<file path="config.mk">
export PLATFORM = sky130hd
export DESIGN_NAME = coarse_band_cal
export DESIGN_NICKNAME = d
export VERILOG_FILES = /design/src/rtl/band_cal_pkg.sv /design/src/rtl/band_cal_dp.sv /design/src/rtl/band_cal_ctrl.sv /design/src/rtl/coarse_band_cal.sv
export SDC_FILE = /design/constraint.sdc
export NUM_CORES = 1
export LEC_CHECK = 0
export BUFFER_PORTS_ARGS = -buffer_cell sky130_fd_sc_hd__buf_4
export CAP_MARGIN = 20
export CORE_MARGIN = 4
export CORE_UTILIZATION = 55
export DETAILED_ROUTE_END_ITERATION = 12
export PLACE_DENSITY_LB_ADDON = 0.12
export SLEW_MARGIN = 20
export SYNTH_ARGS = -nofsm -noshare
export SYNTH_HDL_FRONTEND = slang
export SYNTH_SLANG_ARGS = --single-unit
</file>
<file path="constraint.sdc">
create_clock -name clk -period 5.55 [get_ports clk]
set_input_delay 1.11 -clock clk [delete_from_list [all_inputs] [get_ports clk]]
set_output_delay 1.11 -clock clk [all_outputs]
set_load 0.02 [all_outputs]
</file>
<file path="src/rtl/band_cal_pkg.sv">
package band_cal_pkg;

  typedef enum logic [2:0] {
    ST_IDLE,
    ST_SETTLE,
    ST_COUNT,
    ST_EVAL,
    ST_DONE
  } calState_t;

  typedef struct packed {
    logic firstCode;
    logic clrTimer;
    logic incTimer;
    logic clrCount;
    logic countEn;
    logic evalEn;
    logic stepCode;
    logic loadBest;
  } calStrobe_t;

endpackage

</file>
<file path="src/rtl/band_cal_dp.sv">
module band_cal_dp
  import band_cal_pkg::*;
#(
  parameter int CODE_W = 4,
  parameter int TIME_W = 16,
  parameter int CNT_W  = 16,
  parameter int SYNC_STAGES = 2
) (
  input  logic              clk,
  input  logic              rstN,
  input  calStrobe_t        strobe,
  input  logic              vcoDiv,
  input  logic [TIME_W-1:0] settleLen,
  input  logic [TIME_W-1:0] windowLen,
  input  logic [CNT_W-1:0]  targetCount,
  output logic              settleEnd,
  output logic              windowEnd,
  output logic              lastCode,
  output logic [CODE_W-1:0] dacCode
);

  localparam int HIST_W = SYNC_STAGES + 1;
  localparam logic [CODE_W-1:0] TOP_CODE = {CODE_W{1'b1}};

  logic [HIST_W-1:0] syncHist;
  logic              edgePulse;
  logic [TIME_W-1:0] timer;
  logic [CNT_W-1:0]  edgeCnt;
  logic [CODE_W-1:0] trialCode;
  logic [CODE_W-1:0] bestCode;
  logic [CNT_W-1:0]  bestDiff;
  logic [CNT_W-1:0]  curDiff;
  logic              better;
  logic [CODE_W-1:0] finalBest;

  // synchroniser chain plus one extra stage for edge detection
  always_ff @(posedge clk or negedge rstN) begin
    if (!rstN) syncHist <= '0;
    else       syncHist <= {syncHist[HIST_W-2:0], vcoDiv};
  end

  assign edgePulse = syncHist[HIST_W-2] & ~syncHist[HIST_W-1];

  always_ff @(posedge clk or negedge rstN) begin
    if (!rstN)                 timer <= '0;
    else if (strobe.clrTimer)  timer <= '0;
    else if (strobe.incTimer)  timer <= timer + 1'b1;
  end

  assign settleEnd = (timer == settleLen);
  assign windowEnd = (timer == TIME_W'(windowLen - 1'b1));

  always_ff @(posedge clk or negedge rstN) begin
    if (!rstN)                            edgeCnt <= '0;
    else if (strobe.clrCount)             edgeCnt <= '0;
    else if (strobe.countEn && edgePulse) edgeCnt <= edgeCnt + 1'b1;
  end

  assign curDiff   = (edgeCnt >= targetCount) ? (edgeCnt - targetCount)
                                              : (targetCount - edgeCnt);
  assign better    = (trialCode == '0) || (curDiff < bestDiff);
  assign finalBest = better ? trialCode : bestCode;
  assign lastCode  = (trialCode == TOP_CODE);

  always_ff @(posedge clk or negedge rstN) begin
    if (!rstN) begin
      bestCode <= '0;
      bestDiff <= '0;
    end else if (strobe.evalEn && better) begin
      bestCode <= trialCode;
      bestDiff <= curDiff;
    end
  end

  always_ff @(posedge clk or negedge rstN) begin
    if (!rstN) begin
      trialCode <= '0;
      dacCode   <= '0;
    end else if (strobe.firstCode) begin
      trialCode <= '0;
      dacCode   <= '0;
    end else if (strobe.stepCode) begin
      trialCode <= trialCode + 1'b1;
      dacCode   <= trialCode + 1'b1;
    end else if (strobe.loadBest) begin
      dacCode   <= finalBest;
    end
  end

endmodule

</file>
<file path="src/rtl/band_cal_ctrl.sv">
module band_cal_ctrl
  import band_cal_pkg::*;
(
  input  logic       clk,
  input  logic       rstN,
  input  logic       start,
  input  logic       settleEnd,
  input  logic       windowEnd,
  input  logic       lastCode,
  output calStrobe_t strobe,
  output logic       done
);

  calState_t state, stateNext;

  always_ff @(posedge clk or negedge rstN) begin
    if (!rstN) state <= ST_IDLE;
    else       state <= stateNext;
  end

  always_comb begin
    strobe    = '0;
    stateNext = state;
    unique case (state)
      ST_IDLE, ST_DONE: begin
        if (start) begin
          strobe.firstCode = 1'b1;
          strobe.clrTimer  = 1'b1;
          stateNext        = ST_SETTLE;
        end
      end
      ST_SETTLE: begin
        if (settleEnd) begin
          strobe.clrTimer = 1'b1;
          strobe.clrCount = 1'b1;
          stateNext       = ST_COUNT;
        end else begin
          strobe.incTimer = 1'b1;
        end
      end
      ST_COUNT: begin
        strobe.countEn = 1'b1;
        if (windowEnd) stateNext = ST_EVAL;
        else           strobe.incTimer = 1'b1;
      end
      ST_EVAL: begin
        strobe.evalEn = 1'b1;
        if (lastCode) begin
          strobe.loadBest = 1'b1;
          stateNext       = ST_DONE;
        end else begin
          strobe.stepCode = 1'b1;
          strobe.clrTimer = 1'b1;
          stateNext       = ST_SETTLE;
        end
      end
      default: stateNext = ST_IDLE;
    endcase
  end

  assign done = (state == ST_DONE);

endmodule

</file>
<file path="src/rtl/coarse_band_cal.sv">
module coarse_band_cal
  import band_cal_pkg::*;
#(
  parameter int CODE_W = 4,
  parameter int TIME_W = 16,
  parameter int CNT_W  = 16
) (
  input  logic              clk,
  input  logic              rstN,
  input  logic              start,
  input  logic              vcoDiv,
  input  logic [TIME_W-1:0] settleLen,
  input  logic [TIME_W-1:0] windowLen,
  input  logic [CNT_W-1:0]  targetCount,
  output logic [CODE_W-1:0] dacCode,
  output logic              done
);

  calStrobe_t strobe;
  logic       settleEnd;
  logic       windowEnd;
  logic       lastCode;

  band_cal_ctrl i_ctrl (
    .clk       (clk),
    .rstN      (rstN),
    .start     (start),
    .settleEnd (settleEnd),
    .windowEnd (windowEnd),
    .lastCode  (lastCode),
    .strobe    (strobe),
    .done      (done)
  );

  band_cal_dp #(
    .CODE_W (CODE_W),
    .TIME_W (TIME_W),
    .CNT_W  (CNT_W)
  ) i_dp (
    .clk         (clk),
    .rstN        (rstN),
    .strobe      (strobe),
    .vcoDiv      (vcoDiv),
    .settleLen   (settleLen),
    .windowLen   (windowLen),
    .targetCount (targetCount),
    .settleEnd   (settleEnd),
    .windowEnd   (windowEnd),
    .lastCode    (lastCode),
    .dacCode     (dacCode)
  );

endmodule

</file>
**Word-level counts from Yosys, hierarchy flattened**

Index checks and enable logic that the tools add are counted.

- Bits of input ports: 52
- Word-level logic and storage cells: 67
- Register bits after elaboration: 66

- Reductions and logical operators: 11
- Muxes and demuxes: 28
- Add/subtract/negate cells: 6
- Bitwise logic cells: 2
- Order comparisons: 2
- Equal/unequal tests: 10

Operator list:

| operator | number |
|---|---|
| $mux W16 | 5 |
| $add A16 B1 Y16 const B | 2 |
| $eq A16 B16 Y1 | 2 |
| $sub A16 B16 Y16 | 2 |
| $mux W4 | 6 |
| $ge A16 B16 Y1 | 1 |
| $lt A16 B16 Y1 | 1 |
| $sub A16 B1 Y16 const B | 1 |
| $mux W3 | 5 |
| $pmux W3 S4 | 1 |
| $mux W1 | 8 |
| $eq A3 B2 Y1 const B | 2 |
| $reduce_bool A2 Y1 | 3 |
| $add A4 B1 Y4 const B | 1 |
| $eq A4 B4 Y1 const B | 1 |
| $logic_not A4 Y1 | 1 |
| $ne A2 B1 Y1 const B | 2 |
| $eq A3 B1 Y1 const B | 1 |
| $eq A3 B3 Y1 const B | 1 |
| $logic_not A3 Y1 | 1 |
| $pmux W1 S3 | 1 |
| $reduce_and A3 Y1 | 1 |
| $reduce_bool A3 Y1 | 1 |
| $logic_and A1 B1 Y1 | 2 |
| 7 further kinds | 7 |

**Depth between registers and ports, before layout**

Gate-level depths: netlist of run 1.

- Word-level depth: 8
- Mapped depth: 24
- Depth with buffers taken out: 23

**By module**

From an unflattened synthesis of run 1, not the netlist that was laid out.

- Cells, all modules: 665
- Area, all modules: 5671.7 sq um

Modules (own cells, without submodules):

| module | area an instance (sq um) | times used | cells an instance | seq. area each (sq um) |
|---|---|---|---|---|
| band_cal_dp | 5444.0 | 1 | 641 | 1576.5 |
| band_cal_ctrl | 227.7 | 1 | 24 | 75.1 |

**Worst setup path after synthesis of run 1**

No wires, ideal clock.

- Path type: input -> register
- From: in targetCount[0]
- To: reg i_dp.bestCode[3]
- Arrival: 6.025 ns
- Stages: 21
- Setup slack: -0.600 ns
- Library setup time: 0.125 ns
- Buffers on the path: 2
- Required time: 5.425 ns
- Path through: ha_1 -> inv_1 -> fa_1 -> a21oi_1 -> nor2_1 -> o31ai_1 -> a21oi_1 -> o41ai_2 -> buf_2 -> mux2i_1 -> o21ai_0 -> or3_1 -> and2_1 -> ha_1 -> a21o_1 -> a21oi_1 -> o21ai_0 -> a311o_1 -> a21oi_1 -> buf_2 -> mux2_2

- Longest elaborated chain between the ends: 5

Ends and longest elaborated chain:

| element | RTL line | source |
|---|---|---|
| start: declaration | coarse_band_cal.sv:14 | `input logic [CNT_W-1:0] targetCount,` |
| $sub A16 B16 Y16, or another cell as far along | band_cal_dp.sv:60 | `: (targetCount - edgeCnt);` |
| $mux W16 (*) | band_cal_dp.sv:59 | `assign curDiff = (edgeCnt >= targetCount) ? (edgeCnt - targetCount)` |
| net i_dp.curDiff[10] | band_cal_dp.sv:32 | `logic [CNT_W-1:0] curDiff;` |
| $lt A16 B16 Y1 (*) | band_cal_dp.sv:61 | `assign better = (trialCode == '0) \|\| (curDiff < bestDiff);` |
| $logic_or A1 B1 Y1 (*) | band_cal_dp.sv:61 |  |
| $logic_and A1 B1 Y1 (*) | band_cal_dp.sv:69 | `end else if (strobe.evalEn && better) begin` |
| end signal: assignment | band_cal_dp.sv:70 | `bestCode <= trialCode;` |
| end: declaration | band_cal_dp.sv:30 | `logic [CODE_W-1:0] bestCode;` |

Mark *: on every way through the listed nets, which the timed path passes. The rest lies on a longest branch.
A chain may end at the register's enable or synchronous reset.

**Worst setup path after layout of run 1**

- From: in targetCount[0]
- To: reg i_dp.bestDiff[14]

- Longest elaborated chain between the ends: 5

Ends and longest elaborated chain:

| element | RTL line | source |
|---|---|---|
| $sub A16 B16 Y16, or another cell as far along | band_cal_dp.sv:60 |  |
| $mux W16 (*) | band_cal_dp.sv:59 |  |
| net i_dp.curDiff[5] | band_cal_dp.sv:32 |  |
| $lt A16 B16 Y1 (*) | band_cal_dp.sv:61 |  |
| $logic_or A1 B1 Y1 (*) | band_cal_dp.sv:61 |  |
| $logic_and A1 B1 Y1 (*) | band_cal_dp.sv:69 |  |
| end signal: assignment | band_cal_dp.sv:71 | `bestDiff <= curDiff;` |
| end: declaration | band_cal_dp.sv:31 | `logic [CNT_W-1:0] bestDiff;` |

Marks and branches as above.

==> results_dict.tcl, run 1 <==
set metrics [dict create \
    pre_cts_slack_ns -0.212 \
    critPathMaxStageDelay_ns 0.43 \
    hp-class "reg -> reg" \
    synth.most_common_cell "dfrtp_1" \
    fillerInstances 848 \
    crit_type "in -> reg" \
    clkTransAtPathRegs_ns 0.08 \
    cts_max_level 3 \
    syn_nets 750 \
    synth_xor_area_share_pct 12.2 \
    via_per_inst 5.74 \
    synth_area_per_cell_um2 8.74 \
    ys_ff_latch 66 \
    cts_tree "done" \
    grt_pass1_wl_um 22900 \
    critical_path_buf_inv_count 3 \
    finalMaxSlewViolations 0 \
    path_max_fanout 19 \
    layout.cells.non_filler 851 \
    vdd_drop_max_mv 0.300 \
    synth_top_area_share_pct 29.3 \
    reg2reg_depth 20 \
    cp.depth 20 \
    crit_path_start_kind "input pin" \
    power_density_nw_per_um2 518 \
    yosys_most_used_dff "dfrtp_1" \
    cts_buffers 9 \
    setup_slack_ns 0.240 \
    area_growth_syn_to_layout_pct 17.0 \
    initial_core_util_pct 57.2 \
    synth_edf_count 0 \
    required_ns 5.77 \
    r2r-end "i_dp.bestDiff[14]" \
    grt_max_degree 67 \
    fp.dieW_um 109 \
    synth_top_area_cell "dfrtp_1" \
    endpoint "i_dp.bestDiff[14]" \
    power.total_mw 3.42 \
    num_rows 36 \
    synth_common_cells "dfrtp_1 (66), inv_1 (60), nor2_1 (54)" \
    cpMaxStageDelayCell "a311o_1" \
    die-area_um2 11900 \
    synth.mux.area_fraction_pct 5.66 \
    setup_violations 0 \
    antenna_cells 0 \
    max_clock_freq_mhz 188 \
    drc_errors 0 \
    grt_overflow 0 \
    synth-compound-area-share_pct 13.8 \
    synth_cells 645 \
    io_buffers 56 \
    synthAdderAreaFrac_pct 12.0 \
    seq_area_um2 1650 \
    path_cells "buf_4, ha_1, inv_1, fa_2, a21oi_2, nor2_1, o31ai_2, a21oi_2, o41ai_4, mux2_2, a31oi_1, xnor2_1, ha_1, a21o_1, a221oi_1, o21ai_0, a311o_1, a21oi_4, buf_12, mux2_2" \
    routed_wl_um 14200 \
    drt_iter0_markers 270 \
    synth-simple-area-share_pct 20.9 \
    dp_cells 835 \
    firstDrtPassIters 5 \
    dr_total_vias 4884 \
    ys_top_cells_by_area "dfrtp_1 (29%), ha_1 (11%), xnor2_1 (6.1%)" \
    cap_violations 0 \
    grt_pass1_vias 4795 \
    drive_above_1_share_pct 18.7 \
    io_pins 57 \
    tightestPinTransition_ns 0.883 \
    place_hpwl_um 11100 \
    ys_warn_count 0 \
    rr_startpoint "i_dp.edgeCnt[0]" \
    die_h_um 109 \
    synth_top_family_by_area "simple AND/OR/NAND/NOR gates" \
    period_share_pct 95.7 \
    yosysSeqAreaShare_pct 29.3 \
    timing_hold_violations_final 0 \
    routedWlPerCell_um 16.7 \
    cp-startpoint "targetCount[0]" \
    async_flop_share_pct 100 \
    period_needed_ns 5.31 \
    multi_input_area_um2 3690 \
    track_usage_pct 24.6 \
    reg2reg_setup_slack_ns 0.68 \
    leakage_nw 3.17 \
    clkSinkCount 66 \
    yosys.cell_types.count 66 \
    cts_buffer_depth 2 \
    outcome "completed" \
    cp-end-kind "flip-flop" \
    gp_congestion 0.956 \
    cts_root_buffer "clkbuf_8" \
    clk_latency_ns 0.34 \
    antenna_found_initial 0 \
    skew_ns 0.0219 \
    syn_area_um2 5640 \
    coreArea_um2 9860 \
    ant_nets 0 \
    maxSlewHeadroom_pct 41.0 \
    crit_arrival_ns 5.53 \
    crit_family "compound AO/OA/AOI/OAI gates" \
    nets 819 \
]
[area by class of cell]
class | instances | share of cell area [%]
Multi-Input combinational cell | 492 | 55.9
Sequential cell | 66 | 25.0
Timing Repair Buffer | 85 | 9.88
Inverter | 60 | 3.41
Tap cell | 133 | 2.52
Clock buffer | 9 | 1.88
Clock inverter | 6 | 1.36
[how the worst min path moves through the flow]
stage / to / from / slack, ns / depth (start not counted)
after detailed placement: i_dp.syncHist[1] / i_dp.syncHist[0] / 0.34 / 0
after global routing: i_dp.syncHist[1] / i_dp.syncHist[0] / 0.37 / 0
after global placement: i_dp.syncHist[1] / i_dp.syncHist[0] / 0.34 / 0
after CTS: i_dp.syncHist[1] / i_dp.syncHist[0] / 0.36 / 0
after floorplan: i_dp.syncHist[1] / i_dp.syncHist[0] / 0.33 / 0
final: i_dp.syncHist[1] / i_dp.syncHist[0] / 0.36 / 0
[cell usage in the layout (no fill, tap or decap), types with 7 or more instances in the layout]
master	n
buf_4	82
dfrtp_1	66
inv_1	60
nor2_1	54
ha_1	51
xnor2_1	39
xor2_1	38
nand2_1	33
a21oi_1	32
o21ai_0	24
nand4_1	19
nor3_1	14
mux2i_1	14
mux2_2	14
nand3_1	13
nand2b_1	12
a21o_1	11
clkbuf_8	9
nor2b_1	8
nor4_1	8
o21ai_1	7
and3_1	7
[routing by layer]
layer | track usage [%] | up-vias | wire [um]
met1 | 32.8 | 2348 | 6350
met2 | 41.0 | 137 | 6920
met3 | 3.91 | 18 | 625
li1 | - | 2381 | -
met5 | 0 | - | 0
met4 | 8.01 | 0 | 274
[power breakdown]
| part | internal, mW | switching [mW] |
|---|---|---|
| clock network | 0.252 | 0.190 |
| registers | 0.645 | 0.154 |
| logic | 0.994 | 1.18 |
[state kept, by name, indices dropped and copies added (netlist names)]
register,cells
i_dp.bestDiff,16
i_dp.edgeCnt,16
i_dp.timer,16
i_dp.bestCode,4
i_dp.dacCode,4
i_dp.trialCode,4
i_ctrl.state,3
i_dp.syncHist,3
[cell families (layout without fill, tap and decap cells)]
logic type,count (synthesis),count (layout)
AND/OR/NAND/NOR,211,211
AO/OA/AOI/OAI,120,120
buffers and inverters,87,160
XOR/XNOR,78,78
flip-flops,66,66
adder cells (fa/ha/maj),53,53
multiplexers,30,30
[through the flow]
step | setup TNS (ns) | util (%) | instance area (um2) | hold WS [ns]
2_1_floorplan | 0 | - | 5680 | 0.331
3_3_place_gp | -0.675 | 64.5 | 6360 | 0.337
3_5_place_dp | -3.20 | 64.5 | 6360 | 0.343
4_1_cts | 0 | 66.7 | 6580 | 0.362
5_1_grt | -0.00579 | 66.9 | 6600 | 0.365
6_report | 0 | 66.9 | 6600 | 0.359
[repair_timing]
item / CTS / global route
hold buffers: 0 / 0
buffers inserted: 0 / 0
setup endpoints to repair: 0 / 21
resized for setup: 0 / 4
Note: power is estimated with default switching activity, not from simulation.
==> run 2: changes to the inputs <==
BUFFER_PORTS_ARGS = not set   (was -buffer_cell sky130_fd_sc_hd__buf_4)
DONT_BUFFER_PORTS = 1   (was not set)
==> run 2 against run 1 <==
Against the previous run:
- first-iteration DRC count fell by 9.3%
- flip-flop and latch count unchanged
- non-clock buffer count fell by 56
- setup slack gained 0.066 ns
- clock-buffer cell count rose by 1
- worst hold slack better by 0.0026 ns
- fmax grew 1.3%
- register-to-register slack hardly changed
- final cell count is 6.6% lower
- final area fell by 6.6%
- routed wire length fell by 4.6%
- clock skew down 0.0086 ns
- critical path type unchanged
==> results_dict.tcl, run 2 (synthesis results as in run 1) <==
set metrics [dict create \
    rsz0062_at_grt "false" \
    gp_congestion 0.926 \
    cpMaxStageDelayCell "a311o_1" \
    place_hpwl_um 10700 \
    antenna_cells 0 \
    critical_path_buf_inv_count 4 \
    fp.dieW_um 109 \
    largestRegisters "i_dp.bestDiff: 16 flops, i_dp.edgeCnt: 16 flops, i_dp.timer: 16 flops" \
    layout_commonest_cell "dfrtp_1" \
    finalMaxSlewViolations 0 \
    area_growth_syn_to_layout_pct 9.32 \
    initial_core_util_pct 57.2 \
    drc_errors 0 \
    crit_path_start_kind "input pin" \
    cts_max_level 3 \
    seq_area_um2 1650 \
    firstDrtPassIters 7 \
    fillerInstances 825 \
    nets 763 \
    multi_input_area_um2 3680 \
    power_density_nw_per_um2 535 \
    tns_ns 0 \
    max_clock_freq_mhz 191 \
    placed_area_um2 5950 \
    dr_total_vias 4606 \
    leakage_nw 2.89 \
    via_per_inst 5.79 \
    layout.cells.non_filler 795 \
    track_usage_pct 23.9 \
    cts_root_buffer "clkbuf_8" \
    cp-end-kind "flip-flop" \
    die-area_um2 11900 \
    drt_iter0_markers 245 \
    antenna_found_initial 0 \
    cts_tree "done" \
    dp_cells 780 \
    period_needed_ns 5.24 \
    clkTransAtPathRegs_ns 0.08 \
    grt_pass1_vias 4680 \
    cts_buffers 9 \
    routed_wl_um 13500 \
    crit_arrival_ns 5.46 \
    fin_area_um2 6160 \
    setup_violations 0 \
    cap_violations 0 \
    num_rows 36 \
    path_cells "inv_1, ha_1, nand4_1, nor4_1, nor3_1, a21oi_1, o41ai_4, buf_4, buf_4, or3b_1, a31oi_1, xnor2_1, ha_1, a21o_1, a221oi_1, o21ai_0, a311o_1, a21oi_4, buf_12, mux2_2" \
    layout_common_cells "dfrtp_1 (66), inv_1 (60), nor2_1 (54), ha_1 (51), xnor2_1 (39)" \
    grt_pass1_wl_um 22400 \
    hp-class "reg -> reg" \
    clk_latency_ns 0.33 \
    ant_nets 0 \
    cts_buffer_depth 2 \
    vdd_drop_max_mv 0.301 \
    drive_above_1_share_pct 11.3 \
    cts_setup_buffers 0 \
    io_buffers 0 \
    required_ns 5.77 \
    crit_type "in -> reg" \
    critPathMaxStageDelay_ns 0.44 \
    skew_ns 0.0134 \
    crit_family "compound AO/OA/AOI/OAI gates" \
    period_share_pct 94.5 \
    io_pins 57 \
    die_h_um 109 \
    coreArea_um2 9860 \
    hold_ws_ns 0.362 \
    timing_hold_violations_final 0 \
    tightestPinTransition_ns 0.888 \
    power.total_mw 3.30 \
    path_max_fanout 15 \
    grt_overflow 0 \
    maxSlewHeadroom_pct 40.6 \
    clkSinkCount 66 \
    grt_max_degree 67 \
    routedWlPerCell_um 17.0 \
    hold_buffers 0 \
    outcome "completed" \
]
-- run 2: path summary, 6_finish.rpt --
check	slack, ns	start	cells past startpoint	endpoint
max	0.31	targetCount[6]	20	i_dp.bestDiff[5]
min	0.36	i_dp.syncHist[0]	0	i_dp.syncHist[1]
max reg2reg	0.67	i_dp.edgeCnt[0]	22	i_dp.bestDiff[5]
min reg2reg	0.36	i_dp.syncHist[0]	0	i_dp.syncHist[1]
max in group asynchronous	4.94	rstN	0	i_dp.edgeCnt[0]
min in group asynchronous	0.47	rstN	0	i_dp.edgeCnt[15]
-- run 2: repair_timing --
| action | CTS | global route |
|---|---|---|
| endpoints found under the setup margin | 0 | 18 |
| gates resized for setup | 0 | 1 |
| endpoints found under the hold margin | 0 | 0 |
-- run 2: metrics by stage --
step	setup WS, ns	util [%]
detailed placement	-0.122	60.3
CTS	0.207	62.4
finish	0.306	62.5
global placement	0.0330	60.3
global route	0.0477	62.5
floorplan	0.0157	-
-- run 2: final cells by class --
class | count | area share [%]
Clock buffer | 10 | 2.07
Clock inverter | 5 | 1.30
Inverter | 60 | 3.65
Multi-Input combinational cell | 492 | 59.8
Sequential cell | 66 | 26.8
Tap cell | 133 | 2.70
Timing Repair Buffer | 29 | 3.73
-- run 2: where the power goes --
part	internal [mW]	leakage [nW]	switching (mW)
clock network	0.250	0.0984	0.184
logic	0.948	1.99	1.11
registers	0.645	0.809	0.161
-- run 2: worst reg2reg max path, stage by stage, from the launching register on --
cell and delay, ns:
dfrtp_1 0.38, inv_1 0.06, ha_1 0.16, inv_1 0.06
fa_2 0.36, a21oi_2 0.18, nor2_1 0.09, o31ai_2 0.22
a21oi_1 0.14, o41ai_4 0.31, buf_4 0.21, buf_4 0.16
or3b_1 0.11, a31oi_1 0.10, xnor2_1 0.23, ha_1 0.29
a21o_1 0.18, a221oi_1 0.27, o21ai_0 0.14, a311o_1 0.44
a21oi_4 0.20, buf_12 0.16, mux2_2 0.35
-- run 2: layer usage --
metal  global-route usage, %  vias up  share of wire (%)
met3                    4.03       22                4.4
met4                    7.30        0                2.1
met2                    40.8      106                 48
li1                        -     2270                  -
met5                       0        -                  0
met1                    30.9     2208                 46
==> run 3: changes to the inputs <==
CORE_UTILIZATION = 45   (was 55)
==> run 3 against run 2 <==
Against the previous run:
- fmax shrank 1.1%
- clock-buffer cell count is the same
- setup slack lost 0.058 ns
- first-iteration DRC count shrank 11%
- clock power grew 33%
- final area grew 1.8%
- sequential share of layout area shrank 0.46 points
- routed wire length shrank 2.9%
- critical path depth grew 3
- utilization shrank 11 points
- die area grew 21%
- critical path type unchanged
- largest cell class unchanged
- largest power group unchanged
- highest routed layer unchanged
==> results_dict.tcl, run 3 (synthesis results as in run 1) <==
set metrics [dict create \
    gp_congestion 0.895 \
    grt_overflow 0 \
    finalMaxSlewViolations 0 \
    skew_ns 0.00772 \
    grt_pass1_vias 4590 \
    max_clock_freq_mhz 189 \
    leakage_nw 2.92 \
    power.total_mw 3.37 \
    fin_area_um2 6270 \
    cts_buffer_depth 2 \
    routedWlPerCell_um 15.9 \
    track_usage_pct 19.3 \
    layout.cells.non_filler 826 \
    drc_errors 0 \
    reg2reg_setup_slack_ns 0.58 \
    io_pins 57 \
    via_per_inst 5.40 \
    crit_arrival_ns 5.52 \
    coreArea_um2 12200 \
    vdd_drop_max_mv 0.289 \
    critPathMaxStageDelay_ns 0.37 \
    routed_wl_um 13100 \
    cts_max_level 3 \
    antenna_cells 0 \
    ant_nets 0 \
    maxSlewHeadroom_pct 53.2 \
    die-area_um2 14400 \
    drt_iter0_markers 219 \
    timing_hold_violations_final 0 \
    ctsResizeCount 0 \
    rsz0062_at_grt "false" \
    period_share_pct 95.5 \
    r2r-end "i_dp.bestDiff[13]" \
    cpMaxStageDelayCell "a311o_1" \
    power_density_nw_per_um2 537 \
    rr_startpoint "i_dp.edgeCnt[0]" \
    reg2reg_depth 24 \
    hold_start "i_dp.syncHist[0]" \
    cap_violations 0 \
    hold_ws_ns 0.350 \
    cp-end-kind "flip-flop" \
    cts_buffers 9 \
    cts_tree "done" \
    hold_buffers 0 \
    crit_path_start_kind "input pin" \
    grt_pass1_wl_um 22600 \
    outcome "completed" \
    pre_cts_slack_ns -0.230 \
    fillerInstances 1145 \
    placed_area_um2 5960 \
    num_rows 40 \
    crit_top_cell "buf_4" \
    path_max_fanout 16 \
    clkTransAtPathRegs_ns 0.06 \
    cts_root_buffer "clkbuf_16" \
    critical_path_buf_inv_count 5 \
    period_needed_ns 5.30 \
    nets 758 \
    clkSinkCount 66 \
    layout_common_cells "dfrtp_1 (66), inv_1 (60), nor2_1 (54), ha_1 (51), xnor2_1 (39)" \
    cts_setup_buffers 0 \
    crit_type "in -> reg" \
    grt_max_degree 67 \
    initial_core_util_pct 46.4 \
    io_buffers 0 \
    largestRegisters "i_dp.bestDiff: 16 flops, i_dp.edgeCnt: 16 flops, i_dp.timer: 16 flops" \
    layout_commonest_cell "dfrtp_1" \
    place_hpwl_um 10200 \
    drive_above_1_share_pct 11.1 \
    whs_endpoint "i_dp.syncHist[1]" \
    setup_violations 0 \
    dp_cells 810 \
    setup_slack_ns 0.248 \
    die_h_um 120 \
    hp-class "reg -> reg" \
    tightestPinTransition_ns 0.700 \
    dr_total_vias 4461 \
    fp.dieW_um 120 \
    path_cells "ha_1, inv_1, fa_2, a21oi_2, nor2_1, o31ai_2, buf_4, a21oi_1, o41ai_4, buf_4, buf_4, or3b_2, a31oi_1, or3_1, and2_1, ha_1, a21o_1, a21oi_1, o21ai_0, a311o_1, a21oi_4, buf_12, mux2_2" \
    antenna_found_initial 0 \
    crit_family "compound AO/OA/AOI/OAI gates" \
    hold_depth 0 \
    firstDrtPassIters 4 \
    area_growth_syn_to_layout_pct 11.2 \
    required_ns 5.77 \
    clk_latency_ns 0.34 \
]
## run 3: cell types whose count changed in the layout (fill, tap and decap cells not counted)
cell	previous run	this run
clkbuf_16	0	9
clkbuf_8	9	1
buf_4	28	23
bufinv_16	2	1
clkbuf_1	1	0
clkinv_2	1	2
clkinv_4	0	1
clkinvlp_4	2	1
inv_6	0	1
nor4_1	8	7
nor4_2	0	1
## run 3: worst max-delay path by stage
stage / start / to / slack (ns) / cells after the start
5_1_grt: targetCount[0] / i_dp.bestDiff[13] / 0.02 / 22
6_report: targetCount[0] / i_dp.bestDiff[13] / 0.25 / 23
3_3_place_gp: targetCount[0] / i_dp.bestDiff[15] / -0.16 / 21
3_5_place_dp: targetCount[0] / i_dp.dacCode[1] / -0.23 / 22
4_1_cts: targetCount[0] / i_dp.bestDiff[13] / 0.13 / 21
2_1_floorplan: targetCount[0] / i_dp.bestCode[3] / 0.02 / 21
## run 3: power breakdown
part / switching (mW) / total, mW / internal (mW)
Combinational: 1.06 / 1.98 / 0.920
Clock: 0.218 / 0.579 / 0.360
Sequential: 0.165 / 0.810 / 0.646
## run 3: final cells by class
cell class | instances | area, um2 | share of cell area, %
clock inverter | 6 | 65.1 | 1.04
timing repair buffer | 24 | 193 | 3.07
clock buffer | 10 | 239 | 3.81
tap | 168 | 210 | 3.35
sequential | 66 | 1650 | 26.3
inverter | 60 | 225 | 3.59
multi-input combinational | 492 | 3690 | 58.8
## run 3: worst register-to-register path, stage by stage (launching register included)
cell and delay [ns]:
dfrtp_1 0.37, inv_1 0.06, ha_1 0.16, inv_1 0.06, fa_2 0.35, a21oi_2 0.17, nor2_1 0.09, o31ai_2 0.23
buf_4 0.16, a21oi_1 0.09, o41ai_4 0.30, buf_4 0.21, buf_4 0.18, or3b_2 0.14, a31oi_1 0.07, or3_1 0.32
and2_1 0.17, ha_1 0.28, a21o_1 0.16, a21oi_1 0.13, o21ai_0 0.09, a311o_1 0.37, a21oi_4 0.19, buf_12 0.17
mux2_2 0.34
## run 3: per-stage QoR
stage	utilization (%)	setup TNS, ns
after floorplan	-	0
after CTS	51.5	0
after detailed placement	49.0	-3.32
final	51.6	0
after global routing	51.6	0
after global placement	49.0	-2.12
## run 3: metal layers
layer	global-route usage (%)	up-vias	share of wire (%)
li1	-	2257	-
met1	25.8	2122	47
met2	30.7	68	46
met3	5.51	14	5.4
met4	4.94	0	1.2
met5	0	-	0
